### config.mk
export PLATFORM = sky130hd
export DESIGN_NAME = disp_stream_tx
export DESIGN_NICKNAME = d
export VERILOG_FILES = /design/src/rtl/dss_pkg.sv /design/src/rtl/dss_rate_gen.sv /design/src/rtl/dss_frame_store.sv /design/src/rtl/dss_blank.sv /design/src/rtl/dss_ctrl.sv /design/src/rtl/disp_stream_tx.sv
export SDC_FILE = /design/constraint.sdc
export NUM_CORES = 1
export LEC_CHECK = 0
export CAP_MARGIN = 20
export CORE_MARGIN = 3
export CORE_UTILIZATION = 40
export CTS_CLUSTER_DIAMETER = 100
export DETAILED_ROUTE_END_ITERATION = 8
export MAX_ROUTING_LAYER = met4
export PLACE_DENSITY = 0.61
export RECOVER_POWER = 25
export SETUP_SLACK_MARGIN = 0.2
export SYNTH_ARGS = -nofsm -noshare
export SYNTH_HDL_FRONTEND = slang
export SYNTH_SLANG_ARGS = --single-unit
### constraint.sdc
create_clock -name clk -period 11 [get_ports clk]
set_input_delay 2.2 -clock clk [delete_from_list [all_inputs] [get_ports clk]]
set_output_delay 2.2 -clock clk [all_outputs]
set_load 0.05 [all_outputs]
### src/rtl/dss_pkg.sv
package dss_pkg;
  typedef enum logic [1:0] {
    ST_IDLE  = 2'd0,
    ST_SHIFT = 2'd1,
    ST_LOAD  = 2'd2
  } dss_state_t;
endpackage

### src/rtl/dss_rate_gen.sv
module dss_rate_gen #(
  parameter int DIV  = 4,
  parameter int PH_W = $clog2(DIV)
) (
  input  logic clk,
  input  logic rst,
  input  logic run,
  output logic wrap,
  output logic hi_next
);
  localparam int HALF = DIV / 2;

  logic [PH_W-1:0] phase_q;
  logic [PH_W:0]   phase_inc;

  assign phase_inc = {1'b0, phase_q} + 1'b1;
  assign wrap      = (phase_q == PH_W'(DIV - 1));
  assign hi_next   = !wrap && (phase_inc >= (PH_W + 1)'(HALF));

  always_ff @(posedge clk) begin
    if (rst || !run) begin
      phase_q <= '0;
    end else if (wrap) begin
      phase_q <= '0;
    end else begin
      phase_q <= phase_inc[PH_W-1:0];
    end
  end
endmodule

### src/rtl/dss_frame_store.sv
module dss_frame_store #(
  parameter int FRAME_MAX = 84,
  parameter int LIM_W     = $clog2(FRAME_MAX + 1),
  parameter int IDX_W     = $clog2(FRAME_MAX)
) (
  input  logic                 clk,
  input  logic                 capture,
  input  logic [FRAME_MAX-1:0] frame_in,
  input  logic [LIM_W-1:0]     limit_in,
  input  logic [IDX_W-1:0]     idx,
  output logic [LIM_W-1:0]     limit_clamped,
  output logic                 sel_bit
);
  logic [FRAME_MAX-1:0] buf_q;

  // limits above the frame size saturate at the frame size
  assign limit_clamped = (limit_in > LIM_W'(FRAME_MAX)) ? LIM_W'(FRAME_MAX) : limit_in;

  // no reset on the storage so it maps onto plain registers or memory
  always_ff @(posedge clk) begin
    if (capture) buf_q <= frame_in;
  end

  // in the capture cycle the first bit comes straight from the input
  assign sel_bit = capture ? frame_in[idx] : buf_q[idx];
endmodule

### src/rtl/dss_blank.sv
module dss_blank (
  input  logic clk,
  input  logic rst,
  input  logic disp_enable,
  input  logic enable_level,
  output logic blank_out
);
  always_ff @(posedge clk) begin
    if (rst) blank_out <= 1'b1;
    else     blank_out <= disp_enable ? enable_level : !enable_level;
  end
endmodule

### src/rtl/dss_ctrl.sv
module dss_ctrl
  import dss_pkg::*;
#(
  parameter int FRAME_MAX = 84,
  parameter int LIM_W     = $clog2(FRAME_MAX + 1),
  parameter int IDX_W     = $clog2(FRAME_MAX)
) (
  input  logic             clk,
  input  logic             rst,
  input  logic             start,
  input  logic [LIM_W-1:0] limit_c,
  input  logic             wrap,
  input  logic             hi_next,
  input  logic             sel_bit,
  output logic [IDX_W-1:0] idx_req,
  output logic             capture,
  output logic             run,
  output logic             ser_clk,
  output logic             ser_data,
  output logic             latch_load,
  output logic             busy
);
  dss_state_t       st;
  logic [IDX_W-1:0] bit_q;
  logic             accept;

  assign accept  = (st == ST_IDLE) && start && (limit_c != '0);
  assign capture = accept;
  assign idx_req = accept ? IDX_W'(limit_c - LIM_W'(1)) : (bit_q - IDX_W'(1));
  assign run     = (st != ST_IDLE);
  assign busy    = run;

  always_ff @(posedge clk) begin
    if (rst) begin
      st         <= ST_IDLE;
      bit_q      <= '0;
      ser_clk    <= 1'b1;
      ser_data   <= 1'b0;
      latch_load <= 1'b0;
    end else begin
      case (st)
        ST_IDLE: begin
          if (accept) begin
            st       <= ST_SHIFT;
            bit_q    <= IDX_W'(limit_c - LIM_W'(1));
            ser_clk  <= 1'b0;
            ser_data <= sel_bit;
          end
        end
        ST_SHIFT: begin
          if (wrap) begin
            if (bit_q == '0) begin
              st         <= ST_LOAD;
              ser_clk    <= 1'b1;
              latch_load <= 1'b1;
            end else begin
              bit_q    <= bit_q - IDX_W'(1);
              ser_clk  <= 1'b0;
              ser_data <= sel_bit;
            end
          end else begin
            ser_clk <= hi_next;
          end
        end
        ST_LOAD: begin
          if (wrap) begin
            st         <= ST_IDLE;
            latch_load <= 1'b0;
          end
        end
        default: st <= ST_IDLE;
      endcase
    end
  end

  p_load_low_shift_r6: assert property (@(posedge clk) disable iff (rst)
    (st == ST_SHIFT) |-> !latch_load);

  p_load_width_r6: assert property (@(posedge clk) disable iff (rst)
    $fell(latch_load) |-> ($past(latch_load, 2) && $past(latch_load, 3) && $past(latch_load, 4)));

  p_data_on_fall_r3: assert property (@(posedge clk) disable iff (rst)
    !$stable(ser_data) |-> $fell(ser_clk));

  p_clk_low_two_r2: assert property (@(posedge clk) disable iff (rst)
    $fell(ser_clk) |=> !ser_clk);

  p_clk_high_two_r2: assert property (@(posedge clk) disable iff (rst)
    ($rose(ser_clk) && (st == ST_SHIFT)) |=> ser_clk);

  p_idle_lines_r10: assert property (@(posedge clk) disable iff (rst)
    (st == ST_IDLE) |-> (ser_clk && !latch_load));
endmodule

### src/rtl/disp_stream_tx.sv
module disp_stream_tx #(
  parameter int FRAME_MAX = 84,
  parameter int CLK_DIV   = 4,
  parameter int LIM_W     = $clog2(FRAME_MAX + 1)
) (
  input  logic                 clk,
  input  logic                 rst,
  input  logic                 start,
  input  logic [FRAME_MAX-1:0] frame_bits,
  input  logic [LIM_W-1:0]     shift_limit,
  input  logic                 disp_enable,
  input  logic                 enable_level,
  output logic                 ser_clk,
  output logic                 ser_data,
  output logic                 latch_load,
  output logic                 blank_out,
  output logic                 busy
);
  localparam int IDX_W = $clog2(FRAME_MAX);

  logic             wrap, hi_next, run, capture, sel_bit;
  logic [IDX_W-1:0] idx_req;
  logic [LIM_W-1:0] limit_c;

  dss_rate_gen #(.DIV(CLK_DIV)) u_rate (
    .clk(clk), .rst(rst), .run(run), .wrap(wrap), .hi_next(hi_next)
  );

  dss_frame_store #(.FRAME_MAX(FRAME_MAX), .LIM_W(LIM_W), .IDX_W(IDX_W)) u_store (
    .clk(clk), .capture(capture), .frame_in(frame_bits), .limit_in(shift_limit),
    .idx(idx_req), .limit_clamped(limit_c), .sel_bit(sel_bit)
  );

  dss_ctrl #(.FRAME_MAX(FRAME_MAX), .LIM_W(LIM_W), .IDX_W(IDX_W)) u_ctrl (
    .clk(clk), .rst(rst), .start(start), .limit_c(limit_c), .wrap(wrap),
    .hi_next(hi_next), .sel_bit(sel_bit), .idx_req(idx_req), .capture(capture),
    .run(run), .ser_clk(ser_clk), .ser_data(ser_data), .latch_load(latch_load),
    .busy(busy)
  );

  dss_blank u_blank (
    .clk(clk), .rst(rst), .disp_enable(disp_enable), .enable_level(enable_level),
    .blank_out(blank_out)
  );
endmodule

Yosys cells after proc, flatten, opt, wreduce, memory -nomap -nowiden. Cells that the tools add are included.

Register bits: 99. Input bits: 96. Output and inout bits: 5. Logic and storage cells: 69.

Add/sub/neg operators: 3. $lt $le $gt $ge: 3. Equal/unequal tests: 8. Muxes and demuxes: 29. Reduce and logical (&&, ||, !) cells: 18.

Operator list (count): $mux W7 (5); $bmux W1 S7 (2); $pmux W7 S2 (1); $sub A7 B1 Y7 const B (2); $mux W1 (13); $reduce_and A4 Y1 (3); $lt A7 B8 Y1 const B (1); $mux W2 (4); $gt A7 B7 Y1 const B (1); $logic_not A7 Y1 (1); $reduce_bool A7 Y1 (1); $ne A2 B2 Y1 const B (3); $pmux W1 S2 (3); $pmux W2 S3 (1); $reduce_bool A2 Y1 (3); $eq A2 B2 Y1 const B (2); $ne A2 B1 Y1 const B (2); $add A2 B1 Y3 const B (1); $ge A3 B2 Y1 const B (1); $logic_and A1 B1 Y1 (3); $logic_not A1 Y1 (3); $eq A2 B1 Y1 const B (1); $logic_not A2 Y1 (1); $reduce_and A2 Y1 (1); 2 further kinds (2).

Longest topological paths before layout. Gate-level depths: netlist of the first run.

Word-level depth: 11. Mapped depth: 18. Mapped depth without buffers: 14.

Hierarchy. Synthesis of the first run repeated with hierarchy kept, for this count alone.

Cell total of the unflattened synthesis: 343. Area, all modules: 5185.0 um^2.

By module, submodules not included: dss_frame_store (times used 1, cells each 212, area an instance 4083.9 um^2, sequential area each 2522.4 um^2); dss_ctrl (times used 1, cells each 123, area an instance 985.9 um^2, sequential area each 240.2 um^2); dss_rate_gen (times used 1, cells each 5, area an instance 80.1 um^2, sequential area each 40.0 um^2); dss_blank (times used 1, cells each 3, area an instance 35.0 um^2, sequential area each 20.0 um^2).

Worst setup path before layout of the first run. Ideal clock, no wire load.

Kind: input-to-reg. Start: input shift_limit[4]. End: register u_ctrl.ser_data. Library setup time: 86 ps. Data arrival time: 6183 ps. Required time: 10914 ps. Setup slack: 4731 ps. Stages on the path: 14. Path buffers: 1. Cells stage by stage: buf_2 -> o21a_1 -> o21ai_1 -> nand2_1 -> ha_1 -> nand2b_1 -> o21ai_4 -> inv_2 -> mux2i_4 -> mux4_2 -> a31o_1 -> nor4_1 -> nor4_1 -> a211oi_1.

Cells in the longest elaborated chain, start to end: 11. Elaborated cells on any way between the ends: 17. Classes of those cells: 1 x add/sub; 1 x order compare; 1 x eq/ne; 11 x mux; 3 x reduce/logical.

RTL lines: start: declaration (RTL line disp_stream_tx.sv:10) `input logic [LIM_W-1:0] shift_limit,`; $gt A7 B7 Y1 (RTL line dss_frame_store.sv:17) `assign limit_clamped = (limit_in > LIM_W'(FRAME_MAX)) ? LIM_W'(FRAME_MAX) : limit_in;`; $mux W7 * (RTL line dss_frame_store.sv:17); $reduce_bool A7 Y1 * (RTL line dss_ctrl.sv:27) `assign accept = (st == ST_IDLE) && start && (limit_c != '0);`; $logic_and A1 B1 Y1 * (RTL line dss_ctrl.sv:27); net capture (RTL line disp_stream_tx.sv:21) `logic wrap, hi_next, run, capture, sel_bit;`; $mux W7 (RTL line dss_ctrl.sv:29) `assign idx_req = accept ? IDX_W'(limit_c - LIM_W'(1)) : (bit_q - IDX_W'(1));`; $bmux W1 S7 (RTL line dss_frame_store.sv:25) `assign sel_bit = capture ? frame_in[idx] : buf_q[idx];`; $mux W1 (implied by the code) (RTL line dss_frame_store.sv:25); $mux W1 (RTL line dss_frame_store.sv:25); $mux W1 (RTL line dss_ctrl.sv:52) `if (bit_q == '0) begin`; $mux W1 (RTL line dss_ctrl.sv:51) `if (wrap) begin`; $pmux W1 S2 (RTL line dss_ctrl.sv:41) `case (st)`; end signal: assignment (RTL line dss_ctrl.sv:47) `ser_data <= sel_bit;`; end signal: assignment (RTL line dss_ctrl.sv:59) `ser_data <= sel_bit;`; end: declaration (RTL line dss_ctrl.sv:19) `output logic ser_data,`.

Mark *: on every way through the listed nets, which the timed path passes. The rest lies on a longest branch. The select of a mux whose other input is x is not followed. A chain may end at the register's enable or synchronous reset.

Worst setup path after layout of the first run. Same ends and word-level chain as after synthesis.

==> results of run 1 <==
## metrics by stage
stage	total power [mW]	utilization
floorplan	0.666	-
global placement	0.766	0.505
detailed placement	0.769	0.505
CTS	1.08	0.526
global route	1.13	0.529
finish	1.07	0.529
## where the power goes
part	leakage (nW)	total [mW]	internal (mW)	switching, mW
combinational	1.45	0.313	0.128	0.185
clock	0.135	0.312	0.177	0.136
sequential	0.927	0.448	0.437	0.0108
total	2.51	1.07	0.741	0.332
## worst max-delay path by stage
| stage | start | cells after the start | end |
|---|---|---|---|
| final | shift_limit[4] | 15 | u_ctrl.ser_data$_SDFFE_PP0P_ |
| after global routing | shift_limit[4] | 15 | u_ctrl.ser_data$_SDFFE_PP0P_ |
| after CTS | shift_limit[3] | 16 | u_ctrl.ser_data$_SDFFE_PP0P_ |
| after detailed placement | shift_limit[3] | 16 | u_ctrl.ser_data$_SDFFE_PP0P_ |
| after global placement | shift_limit[3] | 16 | u_ctrl.ser_data$_SDFFE_PP0P_ |
| after floorplan | shift_limit[4] | 14 | u_ctrl.ser_data$_SDFFE_PP0P_ |
## Yosys cell counts (4+ instances only)
| cell | count | area [um^2] |
|---|---|---|
| clkbuf_1 | 10 | 37.5 |
| a311oi_1 | 6 | 52.6 |
| nor2_1 | 26 | 97.6 |
| a211oi_1 | 12 | 90.1 |
| a21o_1 | 5 | 37.5 |
| inv_1 | 10 | 37.5 |
| a32oi_1 | 7 | 61.3 |
| nand4_1 | 12 | 75.1 |
| dfxtp_1 | 15 | 300 |
| nand3_1 | 31 | 155 |
| edfxtp_1 | 84 | 2520 |
| o21ai_0 | 12 | 60.1 |
| xor2_1 | 4 | 35.0 |
| buf_2 | 11 | 55.1 |
| nand2b_1 | 4 | 25.0 |
| nand2_1 | 75 | 282 |
| nor3_1 | 5 | 25.0 |
| nor3b_1 | 4 | 30.0 |
| xnor2_1 | 6 | 52.6 |
| mux2i_1 | 71 | 711 |
| a31oi_1 | 4 | 25.0 |
| ha_1 | 6 | 75.1 |
| a21oi_1 | 12 | 60.1 |
## area by class of cell
| type | count | area, um^2 | area share |
|---|---|---|---|
| Tap cell | 172 | 215 | 0.0315 |
| Inverter | 11 | 42.5 | 0.00623 |
| Clock buffer | 13 | 240 | 0.0352 |
| Clock inverter | 3 | 42.5 | 0.00623 |
| Timing Repair Buffer | 106 | 1070 | 0.156 |
| Sequential cell | 99 | 2820 | 0.413 |
| Multi-Input combinational cell | 348 | 2400 | 0.352 |
## logic make-up (layout without fill, tap and decap cells)
group / count (synthesis) / after routing / share of synthesized area
and+or+nand+nor: 172 / 172 / 0.147
buffers and inverters: 38 / 133 / 0.0344
AOI/OAI and AO/OA: 82 / 82 / 0.112
DFF: 99 / 99 / 0.521
muxes: 78 / 78 / 0.154
adders and majority gates: 6 / 6 / 0.0139
xor gates and xnor gates: 10 / 10 / 0.0162
## worst register-to-register path, delay by kind of cell, from the launching register on
| family | cells | cell delay [ns] |
|---|---|---|
| XOR/XNOR | 1 | 0.57 |
| AND/OR/NAND/NOR | 1 | 0.32 |
| flip-flops | 1 | 0.41 |
| multiplexers | 2 | 1.04 |
| AO/OA/AOI/OAI | 5 | 1.14 |
## cells in the final DEF, fill, tap and decap left out, types with 6 or more instances in the layout
| cell | count |
|---|---|
| a311oi_1 | 6 |
| a211oi_1 | 12 |
| edfxtp_1 | 84 |
| clkbuf_16 | 9 |
| mux2i_1 | 71 |
| nand4_1 | 12 |
| inv_1 | 10 |
| xnor2_1 | 6 |
| a21oi_1 | 12 |
| dlygate4sd3_1 | 47 |
| nand2_1 | 75 |
| dfxtp_1 | 15 |
| clkdlybuf4s50_1 | 53 |
| o21ai_0 | 12 |
| a32oi_1 | 7 |
| nor2_1 | 26 |
| ha_1 | 6 |
| nand3_1 | 31 |
## sequential cells by signal (all words and copies together) (netlist names)
name and count:
u_blank.blank_out 1, u_ctrl.st 2, u_ctrl.bit_q 7, u_ctrl.ser_clk 1, u_ctrl.latch_load 1, u_rate.phase_q 2, u_store.buf_q 84, u_ctrl.ser_data 1
## layer usage
layer	part of all wire	routed length, um
met5	0	0
met3	0.062	880
met1	0.46	6520
met4	0.019	267
met2	0.46	6620
==> reports/metrics.cfg, run 1 <==
[run_status]
status=complete, no violations

[hold_path]
min_from=u_rate.phase_q[0]$_SDFF_PP0_
hp-class=flop to flop
min_delay_worst_endpoint=u_rate.phase_q[0]$_SDFF_PP0_
holdPathStages=1

[synth]
synth.distinct_cells=59
synth_ff_type=edfxtp_1
syn_inst=485
synth-edff-count=84
netlist_area_mm2=0.00541
yosysWarnings=0
synth.yosys.seq_area_share=0.521
avgSynthCellArea_um2=11.2
synthArstFlopShare=0
syn-num-nets=587
yosys_register_bits=99

[run]
maxCapViolCount=0

[timing]
max_freq_ghz=0.161
hold_viol=0
slew_viol_final=0
whs_ns=0.466
fin_crit_ns=6.22
setup_slack_ns=4.78
worst_pin_slew_ns=1.02
skew_ns=0.00649
relSlewSlack=0.315
fin_crit_sh=0.565
finalSetupTns_ns=0
rsz0062_at_grt=no
finalSetupViolCount=0

[pwr]
power_density_mw_per_mm2=157
max-vdd-ir-drop_mv=0.0788
power_leakage_nw=2.51

[critical_path]
cpPeakStageDelay_ns=0.63
crit_type=input pin to flop
regToRegStartpoint=u_ctrl.bit_q[0]$_SDFFE_PP0P_
critPathLaunchType=input pin
cp_data_required_time_ns=11.27
worstSetupEndpointType=flop
cp_max_fo=18
critPathSlowestCell=clkdlybuf4s50_1
crit_path_frequent_cell=nor4_1
cp_num_buf_inv=3
rrSetupSlack_ns=7.43
crit_path_cell_trace=clkdlybuf4s50_1 > o21a_1 > o21ai_1 > nand2_1 > ha_1 > nand2b_1 > o21ai_4 > clkinv_2 > mux2i_4 > buf_4 > mux4_2 > a31o_1 > nor4_1 > nor4_1 > a211oi_1
reg2reg_to=u_ctrl.ser_data$_SDFFE_PP0P_
arrival_ns=6.49
reg2regPathDepth=9
critical-path-top-delay-family=compound AO/OA/AOI/OAI gates

[routing]
vias_per_cell=5.66
drc=0
wire_per_inst_um=19.0
first_pass_iters=5
via_count=4254
drtIter0Drc=369
ant_nets=0
wirelength_um=14300

[floorplan]
fp.dieH_um=122
die_w_um=122
fp-row-count=41
start_util=0.419
dieArea_mm2=0.0150
core-area_mm2=0.0129
pin_count=101

[clocking]
clk_pin_slew_ns=0.07
clock_sinks=99
cts_tree=done
clock_latency_ns=0.35
ctsHoldBuffers=0
cts_made_buffers=9
cts_resized=0
clockBufferDepth=2
root_buffer=clkbuf_16
cts_max_level=3
cts_setup_buffers=0

[place]
hpwl_um=10000
numPortBuffers=100
placed_cells=735
place_area_mm2=0.00652
gp_congestion=0.937
place_ws_ns=3.80

[layout]
stdcell_count=752
layout-drive-gt1-share=0.0517
nNetsFinal=677
final_cell_area_mm2=0.00683
area_delta_synth_final_pct=26.2
nFillCells=1210
n_antenna_cell=0

[global_routing]
grt.met2_usage=0.302
grtUsageTotal=0.201
grt_util_met3=0.0382
grt_pass1_wl_um=22100
antenna_found_initial=0
grt-ovfl-total=0
grt_pass1_vias=4214
grt_max_degree=92
busiest_layer=met2
grt_use_met1=0.272

(Power assumes the default switching activity.)
==> run 2: changes to the inputs <==
clock period = 5.8 ns   (was 11 ns; I/O delays follow)
==> run 2 against run 1 <==
Die area stayed put; clock skew is 0.00084 ns higher; critical endpoint unchanged; critical path depth is 1 lower; via count is 0.54% higher; total power is 86% higher; clock power is 76% higher; utilization hardly changed; non-clock buffer count is 5 higher; global-route usage is 0.085 points higher.
==> reports/metrics.cfg, run 2 (synthesis results as in run 1) <==
[timing]
relSlewSlack=0.487  ; was 0.315
max_freq_ghz=0.195
hold_viol=0  ; unchanged
skew_ns=0.00733  ; was 0.00649 ns
rsz0062_at_grt=no  ; unchanged
fin_crit_sh=0.885
worst_pin_slew_ns=0.770  ; was 1.02 ns
slew_viol_final=0  ; unchanged
finalSetupViolCount=0  ; unchanged
finalSetupTns_ns=0  ; unchanged
fin_crit_ns=5.13

[global_routing]
antenna_found_initial=0  ; unchanged
grt-ovfl-total=0  ; unchanged
grtUsageTotal=0.202  ; was 0.201
grt_pass1_wl_um=22100  ; about the same
grt_max_degree=63  ; was 92
grt_pass1_vias=4196  ; was 4214

[clocking]
clockBufferDepth=2  ; unchanged
cts_made_buffers=9  ; unchanged
clock_sinks=99  ; unchanged
cts_setup_buffers=0  ; unchanged
cts_resized=0  ; unchanged
clk_pin_slew_ns=0.07  ; about the same
cts_tree=done  ; unchanged
ctsHoldBuffers=0  ; unchanged
cts_max_level=3  ; unchanged
root_buffer=clkbuf_16  ; unchanged
clock_latency_ns=0.35  ; about the same

[layout]
nNetsFinal=682  ; was 677
stdcell_count=757  ; was 752
n_antenna_cell=0  ; unchanged
final_cell_mix=84 x edfxtp_1, 75 x nand2_1, 71 x mux2i_1, 53 x clkdlybuf4s50_1, 47 x dlygate4sd3_1  ; unchanged
top_regs=u_store.buf_q: 84 flops, u_ctrl.bit_q: 7 flops  ; unchanged
final_common_cell=edfxtp_1  ; unchanged
layout-drive-gt1-share=0.0615  ; was 0.0517
largest_reg_flops=84  ; unchanged
area_delta_synth_final_pct=26.2  ; about the same
regMostFlops=u_store.buf_q  ; unchanged

[floorplan]
core-area_mm2=0.0129  ; unchanged
fp.dieH_um=122  ; unchanged
pin_count=101  ; unchanged
dieArea_mm2=0.0150  ; unchanged
fp-row-count=41  ; unchanged
start_util=0.419  ; unchanged
die_w_um=122  ; unchanged

[hold_path]
min_from=u_ctrl.latch_load$_SDFFE_PP0P_  ; was u_rate.phase_q[0]$_SDFF_PP0_
hp-class=flop to flop  ; unchanged

[routing]
vias_per_cell=5.65  ; was 5.66
drtIter0Drc=465  ; was 369
ant_nets=0  ; unchanged
wirelength_um=14400  ; was 14300 um
via_count=4277  ; was 4254
first_pass_iters=5  ; unchanged
drc=0  ; unchanged
wire_per_inst_um=19.1  ; was 19.0 um

[place]
hpwl_um=10400  ; was 10000 um
numPortBuffers=100  ; unchanged
gp_congestion=0.898  ; was 0.937
placed_cells=741  ; was 735

[critical_path]
crit_type=input pin to flop  ; unchanged
critPathLaunch=shift_limit[3]  ; was shift_limit[4]
critPathLaunchType=input pin  ; unchanged
regToRegStartpoint=u_ctrl.bit_q[0]$_SDFFE_PP0P_  ; unchanged
cp_data_required_time_ns=6.06  ; was 11.27 ns
arrival_ns=5.40  ; was 6.49 ns
worstSetupEndpointType=flop  ; unchanged
cp_max_fo=45  ; was 18

[pwr]
power_density_mw_per_mm2=292  ; was 157 mW/mm^2
power_leakage_nw=2.51  ; about the same
max-vdd-ir-drop_mv=0.129  ; was 0.0788 mV

[run_status]
status=complete, no violations  ; unchanged

[run]
maxCapViolCount=0  ; unchanged

==> run 2: changes by cell type in the layout (fill, tap and decap cells not counted), sizes merged <==
cell / change
clkinv: +3
clkbuf: -3
buf: +5
bufinv: -1
clkinvlp: +1
==> run 2: power by group <==
group,total [mW],internal [mW],switching [mW]
clock network,0.548,0.287,0.261
logic,0.597,0.247,0.350
registers,0.850,0.829,0.0208
total,2.00,1.36,0.632
==> run 2: layout make-up <==
cell class / instances / area [um^2]
fill: 1210 / 6100
sequential: 99 / 2820
multi-input combinational: 348 / 2400
timing repair buffer: 111 / 1080
clock buffer: 10 / 229
tap: 172 / 215
inverter: 11 / 42.5
clock inverter: 6 / 32.5
==> run 2: per-stage QoR <==
| step | utilization | instance area, um^2 | total power [mW] | setup WS, ns | hold WS [ns] |
|---|---|---|---|---|---|
| floorplan | - | 5410 | 1.26 | 0.571 | 0.432 |
| global placement | 0.508 | 6570 | 1.46 | 0.612 | 0.445 |
| detailed placement | 0.508 | 6570 | 1.47 | 0.334 | 0.460 |
| CTS | 0.528 | 6830 | 2.02 | 0.682 | 0.477 |
| global route | 0.528 | 6830 | 2.10 | 0.478 | 0.479 |
| finish | 0.528 | 6830 | 2.00 | 0.667 | 0.477 |
==> run 2: path summary, 6_finish.rpt <==
kind	cells after the start	slack [ns]	endpoint
hold / removal	2	0.48	u_ctrl.latch_load$_SDFFE_PP0P_
hold reg to reg	2	0.48	u_ctrl.latch_load$_SDFFE_PP0P_
setup reg to reg	9	2.23	u_ctrl.ser_data$_SDFFE_PP0P_
setup / recovery	14	0.67	u_ctrl.ser_data$_SDFFE_PP0P_
==> run 2: layer usage <==
metal	track usage	part of all wire	wire length, um	up-vias
met3	0.0461	0.072	1040	18
met5	-	0	0	-
met4	0.0679	0.015	220	0
li1	-	-	-	2031
met1	0.272	0.45	6530	2072
met2	0.302	0.46	6650	156
==> run 2: critical path, cell delays in order <==
cell	delay, ns
clkdlybuf4s50_1	0.52
o21a_1	0.23
o21ai_1	0.43
nand2_1	0.21
ha_1	0.23
nand2b_1	0.13
o2111a_1	0.31
a22o_4	0.57
mux2i_1	0.17
mux4_2	0.50
a31o_1	0.23
nor4_1	0.32
nor4_1	0.12
a211oi_1	0.25
